<file path="config.mk">
export PLATFORM = sky130hd
export DESIGN_NAME = dmt_symbol_timebase
export DESIGN_NICKNAME = d
export VERILOG_FILES = /design/src/rtl/dtb_pkg.sv /design/src/rtl/dtb_sample_ctr.sv /design/src/rtl/dtb_wrap_ctr.sv /design/src/rtl/dmt_symbol_timebase.sv
export SDC_FILE = /design/constraint.sdc
export NUM_CORES = 1
export LEC_CHECK = 0
export ABC_AREA = 1
export BUFFER_PORTS_ARGS = -buffer_cell sky130_fd_sc_hd__buf_2
export CELL_PAD_IN_SITES_DETAIL_PLACEMENT = 0
export CELL_PAD_IN_SITES_GLOBAL_PLACEMENT = 1
export CORE_MARGIN = 3
export CORE_UTILIZATION = 38
export CTS_BUF_LIST = sky130_fd_sc_hd__clkbuf_4 sky130_fd_sc_hd__clkbuf_8
export CTS_CLUSTER_SIZE = 20
export DETAILED_ROUTE_END_ITERATION = 8
export GPL_TIMING_DRIVEN = 0
export PLACE_DENSITY = 0.91
export SYNTH_ARGS = -nofsm -noshare
export SYNTH_HDL_FRONTEND = slang
export SYNTH_SLANG_ARGS = --single-unit
</file>
<file path="constraint.sdc">
create_clock -name clk -period 2.55 [get_ports clk]
set_clock_uncertainty 0.05 [all_clocks]
set_input_delay 0.1275 -clock clk [delete_from_list [all_inputs] [get_ports clk]]
set_output_delay 0.1275 -clock clk [all_outputs]
set_load 0.05 [all_outputs]
</file>
<file path="src/rtl/dtb_pkg.sv">
`timescale 1ns/1ps
package dtb_pkg;

    // Nominal lengths: 512 data samples plus a 32-sample prefix per symbol
    localparam int unsigned NOM_SYM_LEN = 544;
    localparam int unsigned NOM_SF_LEN  = 68;
    localparam int unsigned NOM_HF_LEN  = 4;

    // Adjustment applied to the terminal count of the current symbol
    typedef enum logic [1:0] {
        ADJ_NONE  = 2'd0,
        ADJ_LONG  = 2'd1,
        ADJ_SHORT = 2'd2
    } adj_e;

    // Boundary strobes, innermost first
    typedef struct packed {
        logic sym;
        logic sf;
        logic hf;
    } edge_t;

    // Turn the two request lines into an adjustment; both high means none
    function automatic adj_e decode_req(input logic ins, input logic del);
        adj_e r;
        if (ins && !del)      r = ADJ_LONG;
        else if (del && !ins) r = ADJ_SHORT;
        else                  r = ADJ_NONE;
        return r;
    endfunction

endpackage

</file>
<file path="src/rtl/dtb_sample_ctr.sv">
`timescale 1ns/1ps
module dtb_sample_ctr
    import dtb_pkg::*;
#(
    parameter int unsigned W = 11
) (
    input  logic         clk,
    input  logic         rst,
    input  logic [W-1:0] len_i,
    input  logic         ins_i,
    input  logic         del_i,
    input  logic         load_i,
    input  logic [W-1:0] load_val_i,
    output logic [W-1:0] cnt_o,
    output logic         last_o
);

    logic [W-1:0] cnt_q;
    logic [W-1:0] last_val;
    adj_e         adj_q;
    adj_e         req;
    logic         window;

    // Terminal count of the current symbol, moved by an accepted slip
    always_comb begin
        case (adj_q)
            ADJ_LONG:  last_val = len_i;
            ADJ_SHORT: last_val = len_i - W'(2);
            default:   last_val = len_i - W'(1);
        endcase
    end

    assign last_o = (cnt_q == last_val);
    assign window = (cnt_q < (len_i - W'(2)));
    assign req    = decode_req(ins_i, del_i);
    assign cnt_o  = cnt_q;

    always_ff @(posedge clk) begin
        if (rst) begin
            cnt_q <= '0;
            adj_q <= ADJ_NONE;
        end else if (load_i) begin
            cnt_q <= load_val_i;
            adj_q <= ADJ_NONE;
        end else if (last_o) begin
            cnt_q <= '0;
            adj_q <= ADJ_NONE;
        end else begin
            cnt_q <= cnt_q + W'(1);
            if (adj_q == ADJ_NONE && window)
                adj_q <= req;
        end
    end

    // a symbol end without load restarts at sample zero
    p_wrap_zero_r2: assert property (@(posedge clk) disable iff (rst)
        (last_o && !load_i) |=> (cnt_q == '0));

    // an accepted slip stays in force until the symbol ends
    p_adj_hold_r8: assert property (@(posedge clk) disable iff (rst)
        (adj_q != ADJ_NONE && !last_o && !load_i) |=> (adj_q == $past(adj_q)));

    // no request is taken in the closing samples of a symbol
    p_late_ignored_r9: assert property (@(posedge clk) disable iff (rst)
        (adj_q == ADJ_NONE && !last_o && !load_i && cnt_q >= (len_i - W'(2)))
        |=> (adj_q == ADJ_NONE));

endmodule

</file>
<file path="src/rtl/dtb_wrap_ctr.sv">
`timescale 1ns/1ps
module dtb_wrap_ctr #(
    parameter int unsigned W = 7
) (
    input  logic         clk,
    input  logic         rst,
    input  logic         adv_i,
    input  logic [W-1:0] len_i,
    input  logic         load_i,
    input  logic [W-1:0] load_val_i,
    output logic [W-1:0] cnt_o,
    output logic         last_o
);

    logic [W-1:0] cnt_q;

    assign last_o = (cnt_q == (len_i - W'(1)));
    assign cnt_o  = cnt_q;

    always_ff @(posedge clk) begin
        if (rst)
            cnt_q <= '0;
        else if (load_i)
            cnt_q <= load_val_i;
        else if (adv_i)
            cnt_q <= last_o ? '0 : cnt_q + W'(1);
    end

    // the count wraps to zero after its last value
    p_wrap_r3: assert property (@(posedge clk) disable iff (rst)
        (adv_i && last_o && !load_i) |=> (cnt_q == '0));

    // without an advance or a load the count holds
    p_hold_r3: assert property (@(posedge clk) disable iff (rst)
        (!adv_i && !load_i) |=> $stable(cnt_q));

endmodule

</file>
<file path="src/rtl/dmt_symbol_timebase.sv">
`timescale 1ns/1ps
module dmt_symbol_timebase
    import dtb_pkg::*;
#(
    parameter int unsigned SMP_W  = 11,
    parameter int unsigned SYM_W  = 7,
    parameter int unsigned SYNC_W = 8
) (
    input  logic              clk,
    input  logic              rst,
    input  logic [SMP_W-1:0]  sym_len_i,
    input  logic [SYM_W-1:0]  sf_len_i,
    input  logic [SYNC_W-1:0] hf_len_i,
    input  logic              slip_ins_i,
    input  logic              slip_del_i,
    input  logic              load_i,
    input  logic [SMP_W-1:0]  ld_smp_i,
    input  logic [SYM_W-1:0]  ld_sym_i,
    input  logic [SYNC_W-1:0] ld_sync_i,
    output logic [SMP_W-1:0]  smp_cnt_o,
    output logic [SYM_W-1:0]  sym_cnt_o,
    output logic [SYNC_W-1:0] sync_cnt_o,
    output logic              sym_stb_o,
    output logic              sf_stb_o,
    output logic              hf_stb_o
);

    edge_t stb;
    logic  smp_last;
    logic  sym_last;
    logic  sync_last;

    dtb_sample_ctr #(.W(SMP_W)) u_smp (
        .clk        (clk),
        .rst        (rst),
        .len_i      (sym_len_i),
        .ins_i      (slip_ins_i),
        .del_i      (slip_del_i),
        .load_i     (load_i),
        .load_val_i (ld_smp_i),
        .cnt_o      (smp_cnt_o),
        .last_o     (smp_last)
    );

    dtb_wrap_ctr #(.W(SYM_W)) u_sym (
        .clk        (clk),
        .rst        (rst),
        .adv_i      (stb.sym),
        .len_i      (sf_len_i),
        .load_i     (load_i),
        .load_val_i (ld_sym_i),
        .cnt_o      (sym_cnt_o),
        .last_o     (sym_last)
    );

    dtb_wrap_ctr #(.W(SYNC_W)) u_sync (
        .clk        (clk),
        .rst        (rst),
        .adv_i      (stb.sf),
        .len_i      (hf_len_i),
        .load_i     (load_i),
        .load_val_i (ld_sync_i),
        .cnt_o      (sync_cnt_o),
        .last_o     (sync_last)
    );

    // Outer boundaries are qualified by the inner ones
    always_comb begin
        stb.sym = smp_last;
        stb.sf  = smp_last && sym_last;
        stb.hf  = smp_last && sym_last && sync_last;
    end

    assign sym_stb_o = stb.sym;
    assign sf_stb_o  = stb.sf;
    assign hf_stb_o  = stb.hf;

    // superframe boundary only on a symbol boundary
    p_sf_on_sym_r3: assert property (@(posedge clk) disable iff (rst)
        sf_stb_o |-> sym_stb_o);

    // hyperframe boundary only on a superframe boundary
    p_hf_on_sf_r4: assert property (@(posedge clk) disable iff (rst)
        hf_stb_o |-> sf_stb_o);

    // a symbol boundary inside a superframe advances the symbol count
    p_sym_step_r3: assert property (@(posedge clk) disable iff (rst)
        (sym_stb_o && !sf_stb_o && !load_i)
        |=> (sym_cnt_o == $past(sym_cnt_o) + SYM_W'(1)));

    // a load lands in all three counters on the next cycle
    p_load_r10: assert property (@(posedge clk) disable iff (rst)
        load_i |=> (smp_cnt_o == $past(ld_smp_i) &&
                    sym_cnt_o == $past(ld_sym_i) &&
                    sync_cnt_o == $past(ld_sync_i)));

endmodule

</file>
==> results of run 1 <==
==> worst max-delay path: cells and delay by family, from the launching register on <==
family,cells,cell delay [ns]
simple gates,9,0.87
flops,1,0.39
fa+ha+maj,1,0.32
buf+inv,3,0.26
compound gates,2,0.19
==> cell usage in the layout (no fill, tap or decap), types with 3 or more instances in the layout <==
master | synthesis | layout
nand2_1 | 147 | 143
nand4_1 | 7 | 7
o21ai_2 | 9 | 10
nor2_1 | 57 | 55
nand3_1 | 69 | 68
clkbuf_1 | 6 | 6
nand3_2 | 7 | 8
inv_4 | 0 | 3
a21oi_1 | 22 | 20
dlygate4sd3_1 | 0 | 5
buf_6 | 0 | 3
nand2_4 | 2 | 3
inv_2 | 10 | 9
a21oi_2 | 1 | 3
buf_2 | 1 | 83
buf_4 | 2 | 9
nor3_1 | 5 | 5
dfxtp_1 | 28 | 26
xnor2_1 | 10 | 10
o21ai_1 | 3 | 4
nor2_4 | 4 | 5
nand2_2 | 11 | 14
clkbuf_8 | 0 | 4
xor2_1 | 27 | 27
inv_1 | 46 | 43
o21ai_0 | 22 | 20
nor2_2 | 7 | 8
ha_1 | 20 | 16
==> area by class of cell <==
type | count | area, µm²
inverter | 56 | 222.7
clock buffer | 4 | 55.05
timing repair buffer | 100 | 583.1
fill | 899 | 4163
sequential | 28 | 568.0
tap | 105 | 131.4
multi-input combinational | 444 | 2556
buffer | 9 | 61.31
==> cell families after synthesis <==
family                   count (synthesis)  share of synthesized area
AO/OA/AOI/OAI                           62                     0.1116
XOR/XNOR                                37                    0.09766
adder cells (fa/ha/maj)                 20                    0.07541
buffers and inverters                   66                    0.08220
flip-flops                              28                     0.1689
AND/OR/NAND/NOR                        325                     0.4642
==> repair_timing <==
action,CTS,global route
pin swaps,7,13
gates resized for setup,24,15
buffers inserted,6,4
hold endpoints to repair,6,0
hold buffers,5,0
setup endpoints to repair,11,26
==> power by group <==
part           internal [mW]  switching [mW]  total [mW]
sequential             0.466          0.0494       0.516
combinational          0.235           0.419       0.654
clock                  0.139           0.148       0.287
total                  0.840           0.617        1.46
==> worst paths after layout <==
path / startpoint / end / slack (ns) / cells after the start
hold / removal: ld_smp_i[2] / u_smp.cnt_o[2] / 0.001 / 3
setup reg to reg: u_smp.adj_q[0] / u_sym.cnt_o[4] / 0.14 / 15
setup / recovery: u_smp.adj_q[0] / hf_stb_o / 0.06 / 15
hold reg to reg: u_smp.adj_q[1] / u_smp.adj_q[1] / 0.51 / 2
==> through the flow <==
stage	setup TNS (ns)	setup slack, ns	area [µm²]
floorplan	0	0.07193	3326
global placement	-0.4572	-0.09629	3882
detailed placement	-0.5533	-0.09941	3882
CTS	0	0.007625	4111
global route	-0.2694	-0.08482	4178
finish	0	0.05502	4178
==> sequential cells by signal, indices dropped and copies added (netlist names) <==
signal / flops
u_sync.cnt_o: 8
u_smp.cnt_o: 11
u_smp.adj_q: 2
u_sym.cnt_o: 7
==> routing by layer <==
layer,wire [µm],global-route usage
met5,0,0
met4,14,0.02101
met3,405,0.02244
met2,4477,0.3270
met1,4707,0.2666
==> key figures, run 1 <==
Outcome
  – Status: finished clean

Timing
  – Final Cycle Share: 0.9784
  – Hold Fails Final Rpt: 0
  – Slew HR: 0.6349
  – RSZ-0062 raised after global routing: true
  – WHS: 0.0009810 ns
  – Setup violators final: 0
  – Slew Viols, Final: 0
  – Post-route minimum period: 2.495 ns
  – Max Clock Freq: 400.8 MHz
  – Worst-Margin Slew: 0.5456 ns

Cells and area
  – Share of cells above drive strength 1: 0.2793
  – Nets: 719
  – Layout area overhead: 25.91%
  – Antenna Cells: 0
  – Final Util: 0.5009
  – Non-Filler Instances: 746

Global routing
  – Vias in the first global route: about 3500
  – GRT Total Usage: 0.1911
  – Largest net degree at the start of global routing: 16
  – GRT overflow: 0
  – Initial antenna violation count: 0
  – First-pass GRT wire length: approximately 16 mm

Floorplan
  – Die W: 99.45 µm
  – Die area: roughly 10000 µm²
  – IO Pins: 86
  – DIE HEIGHT: 99.45 µm
  – Core ar.: about 8300 µm²
  – # rows: 33
  – Starting Density: 0.3978

Yosys
  – Synth Cell Area: 3318 µm²
  – Post-synth top area share: 0.1689
  – Avg Inst Size Synth: 6.168 µm²
  – Synth area leaders: dfxtp_1, nand2_1, nand3_1
  – Register area share after synthesis: 0.1689
  – EDFF count, synth: 0
  – Number of distinct library cells after synthesis: 34
  – Syn Inst Count: 538
  – Main flop type after synthesis: dfxtp_1
  – Asr flop ratio synth: 0
  – Post-synth top area cell: dfxtp_1
  – Commonest cells in the netlist: nand2_1, nand3_1, nor2_1
  – Synth warnings: 0
  – Yosys reg bits: 28
  – Syn Nets: 615
  – Cell with the most instances after synthesis: nand2_1

Route
  – Wire length per cell: 12.88 µm
  – Detailed Route WL: 9.605 mm
  – 1st-pass router iterations: 4
  – Drt via density: 4.995
  – Vias: around 3700
  – Initial DRC count: 163
  – # DRC: 0
  – DRT antenna net count: 0

Power and ir drop
  – Pwr/cell area: 348.6 nW/µm²
  – Static Leak: ~2.1 nW
  – Worst vdd ir: 0.1995 mV
  – Design Power: 1.456 mW

Setup path
  – Critical Path Max Stage Delay: approximately 0.4 ns
  – Critical Path AT: ~2.3 ns
  – Critical path class: flop to output port
  – Cell Chain, Critical Path: inv_4, ha_4, inv_6, a21oi_2, o21ai_2, nand2_1, nand2_1, nand2_1, nand3_2, nor2_4, nand3_4, nor2_8, nand2_4, nor2_4, buf_8
  – CP Max Fanout: 8
  – Worst Setup End Kind: output port
  – Crit start category: flop
  – CP most frequent cell: nand2_1
  – CP required: roughly 2.4 ns
  – Slowest-stage cell, CP: dfxtp_4

Clock tree
  – Clock root buffer: clkbuf_8
  – Clock sink count: 28
  – Clk_lat worst skew: 0.28 ns
  – Depth of the CTS H-tree: 1
  – CTS clk-pin slew, worst paths: 0.10 ns
  – Max Root-Sink Buffers: 2
  – CTS tree: done
  – TritonCTS Buffers: 3

Placement
  – Cells after DPL: 728
  – Dpl hpwl: between 7 and 8 mm
  – Placer congestion estimate: 0.8582
  – IO buf count: 85

Min path
  – HP Class: input port to flop

Flow run
  – Max-Cap Viols: 0
No activity file was read; power rests on OpenSTA's default activity.
==> run 2: changes to the inputs <==
- PLACE_DENSITY: 0.91 -> 0.88
==> run 2 against run 1 <==
Effect of this change:
- cell count rose by 1.1%
- critical path type unchanged
- hold slack improved by 0.0094 ns
- wire length fell by 0.15%
==> key figures, run 2 (synthesized netlist as in run 1, its figures left out) <==
Global routing
  – Vias in the first global route: 3502 (was 3487)
  – Largest net degree at the start of global routing: 16 (unchanged)
  – Initial antenna violation count: 0 (unchanged)
  – First-pass GRT wire length: 15.95 mm (was 15.87 mm)
  – GRT Total Usage: 0.1900 (was 0.1911)
  – GRT overflow: 0 (unchanged)

Cells and area
  – Final Util: 0.5197 (was 0.5009)
  – Multi-input logic area: 2621 µm² (was 2556 µm²)
  – Largest register FFs: 11 (unchanged)
  – Leading cell type in the layout, fill and taps excluded: nand2_1 (unchanged)
  – Filler cells: 878 (was 899)
  – Register area: 568.0 µm² (unchanged)
  – Layout area overhead: 30.62% (was 25.91%)
  – Share of cells above drive strength 1: 0.2989 (was 0.2793)
  – Antenna Cells: 0 (unchanged)
  – Post-route cell area: 4334 µm² (was 4178 µm²)
  – Nets: 727 (was 719)
  – Most frequent cells in the layout: nand2_1, buf_2, nand3_1 (unchanged)

Clock tree
  – Clock sink count: 28 (unchanged)
  – CTS tree: done (unchanged)
  – TritonCTS Buffers: 3 (unchanged)
  – Depth of the CTS H-tree: 1 (unchanged)
  – Clk_lat worst skew: 0.28 ns (about the same)
  – CTS clk-pin slew, worst paths: 0.10 ns (about the same)
  – Clock root buffer: clkbuf_8 (unchanged)
  – Max Root-Sink Buffers: 2 (unchanged)

Power and ir drop
  – Gate power share: 0.457 (was 0.449)
  – Pwr/cell area: 341.4 nW/µm² (was 348.6 nW/µm²)
  – Switch Pwr: 0.6283 mW (was 0.6168 mW)
  – Cell Int Power: 0.8515 mW (was 0.8397 mW)
  – Clk pwr share: 0.194 (was 0.197)
  – Switching Share: 0.4246 (was 0.4235)
  – Static Leak: 2.135 nW (was 2.083 nW)
  – Worst vdd ir: 0.2059 mV (was 0.1995 mV)
  – Reg power frac: 0.349 (was 0.354)

Route
  – DRT antenna net count: 0 (unchanged)
  – # DRC: 0 (unchanged)
  – Drt via density: 4.926 (was 4.995)
  – 1st-pass router iterations: 4 (unchanged)
  – Wire length per cell: 12.72 µm (was 12.88 µm)
  – Initial DRC count: 155 (was 163)
  – Detailed Route WL: 9.591 mm (was 9.605 mm)
  – Vias: 3714 (was 3726)

Placement
  – Worst slack, placed: -0.1253 ns (was -0.09941 ns)
  – Area post-placement: 3882 µm² (unchanged)
  – Dpl hpwl: 7.696 mm (was 7.680 mm)
  – IO buf count: 85 (unchanged)
  – Placer congestion estimate: 0.9206 (was 0.8582)

Floorplan
  – DIE HEIGHT: 99.45 µm (unchanged)
  – # rows: 33 (unchanged)
  – Die W: 99.45 µm (unchanged)
  – Core ar.: 8341 µm² (unchanged)
  – IO Pins: 86 (unchanged)
  – Starting Density: 0.3978 (unchanged)
  – Die area: 9889 µm² (unchanged)

Min path
  – Min-delay src: ld_smp_i[0] (was ld_smp_i[2])
  – HP Class: input port to flop (unchanged)
  – Hold path depth: 3 (unchanged)
  – WHS Endpoint: u_smp.cnt_o[0] (was u_smp.cnt_o[2])

Setup path
  – Critical Path AT: 2.35 ns (was 2.32 ns)
  – FF-to-FF path depth: 16 (was 15)
  – Worst r2r src: u_smp.adj_q[0] (unchanged)
  – R2r setup slk: 0.04 ns (was 0.14 ns)
  – Critical path class: flop to output port (unchanged)
  – Reg2reg end: u_sync.cnt_o[1] (was u_sym.cnt_o[4])
  – Crit start category: flop (unchanged)
  – CP required: 2.37 ns (about the same)
  – CP Max Fanout: 4 (was 8)
  – Worst Setup End Kind: output port (unchanged)

Flow run
  – Max-Cap Viols: 0 (unchanged)

Timing
  – Worst setup margin: 0.02013 ns (was 0.05502 ns)
  – Hold Fails Final Rpt: 0 (unchanged)
  – Final Cycle Share: 0.9921 (was 0.9784)
  – Slew HR: 0.6412 (was 0.6349)
  – Post-route minimum period: 2.530 ns (was 2.495 ns)
  – Slew Viols, Final: 0 (unchanged)
  – Max Clock Freq: 395.3 MHz (was 400.8 MHz)
  – RSZ-0062 raised after global routing: true (unchanged)
  – WHS: 0.01039 ns (was 0.0009810 ns)
  – Setup violators final: 0 (unchanged)
  – Worst-Margin Slew: 0.5363 ns (was 0.5456 ns)

Outcome
  – Status: finished clean (unchanged)
[run 2: changes by cell type in the layout (fill, tap and decap cells not counted), moves of 2 or more]
| cell | change |
|---|---|
| buf_6 | +3 |
| nor2_2 | +6 |
| ha_2 | -2 |
| nor2_1 | -7 |
| dlygate4sd3_1 | +3 |
| nand3_4 | +2 |
[run 2: power by group through the flow]
stage / sequential, mW / clock, mW / combinational [mW]
after detailed placement: 0.528 / 0 / 0.618
after global placement: 0.526 / 0 / 0.606
final: 0.516 / 0.287 / 0.676
after floorplan: 0.615 / 0 / 0.352
after global routing: 0.523 / 0.313 / 0.752
after CTS: 0.516 / 0.298 / 0.655
[run 2: through the flow]
step / std cells / setup TNS (ns) / total power [mW]
2_1_floorplan: 538 / 0 / 0.9672
3_3_place_gp: 728 / -0.3704 / 1.132
3_5_place_dp: 728 / -0.7606 / 1.145
4_1_cts: 752 / -0.04360 / 1.470
5_1_grt: 754 / -1.231 / 1.589
6_report: 754 / 0 / 1.480
[run 2: critical path: stages (launching register included)]
cell	delay (ns)
dfxtp_4	0.39
inv_4	0.05
ha_4	0.27
buf_12	0.14
nand3_4	0.08
nand2_2	0.05
nand2_1	0.06
nand2_1	0.06
nor2_2	0.16
nand3_4	0.11
nor2_4	0.12
nand3_4	0.10
nor2_8	0.15
nand2_4	0.07
nor2_4	0.11
buf_8	0.15
[run 2: timing repair]
item	4_1_cts	5_1_grt
resized for setup	32	24
setup endpoints to repair	19	24
setup buffers	12	3
pin swaps	15	10
endpoints found under the hold margin	9	0
hold buffers	8	0
[run 2: how the worst max path moves through the flow]
stage	slack, ns	endpoint	start
floorplan	0.07	sf_stb_o	u_smp.adj_q[0]
global placement	-0.08	hf_stb_o	u_smp.adj_q[0]
detailed placement	-0.13	hf_stb_o	u_smp.adj_q[0]
CTS	-0.04	hf_stb_o	u_smp.adj_q[1]
global route	-0.14	hf_stb_o	u_smp.adj_q[0]
finish	0.02	hf_stb_o	u_smp.adj_q[0]
[run 2: per-layer routing]
metal  global-route usage  part of all wire  up-vias
met3              0.02454             0.043        2
met4              0.01261            0.0015        0
met1               0.2622              0.48     1672
met5                    0                 0        -
met2               0.3306              0.47       71
li1                     -                 -     1969
[run 2: final cells by class]
| cell class | instances | share of cell area |
|---|---|---|
| repair buffers | 108 | 0.1547 |
| multi-input cells | 444 | 0.6048 |
| clock buffers | 4 | 0.01270 |
| inverters | 56 | 0.05139 |
| plain buffers | 9 | 0.01501 |
| flip-flops and latches | 28 | 0.1311 |
| well taps | 105 | 0.03031 |
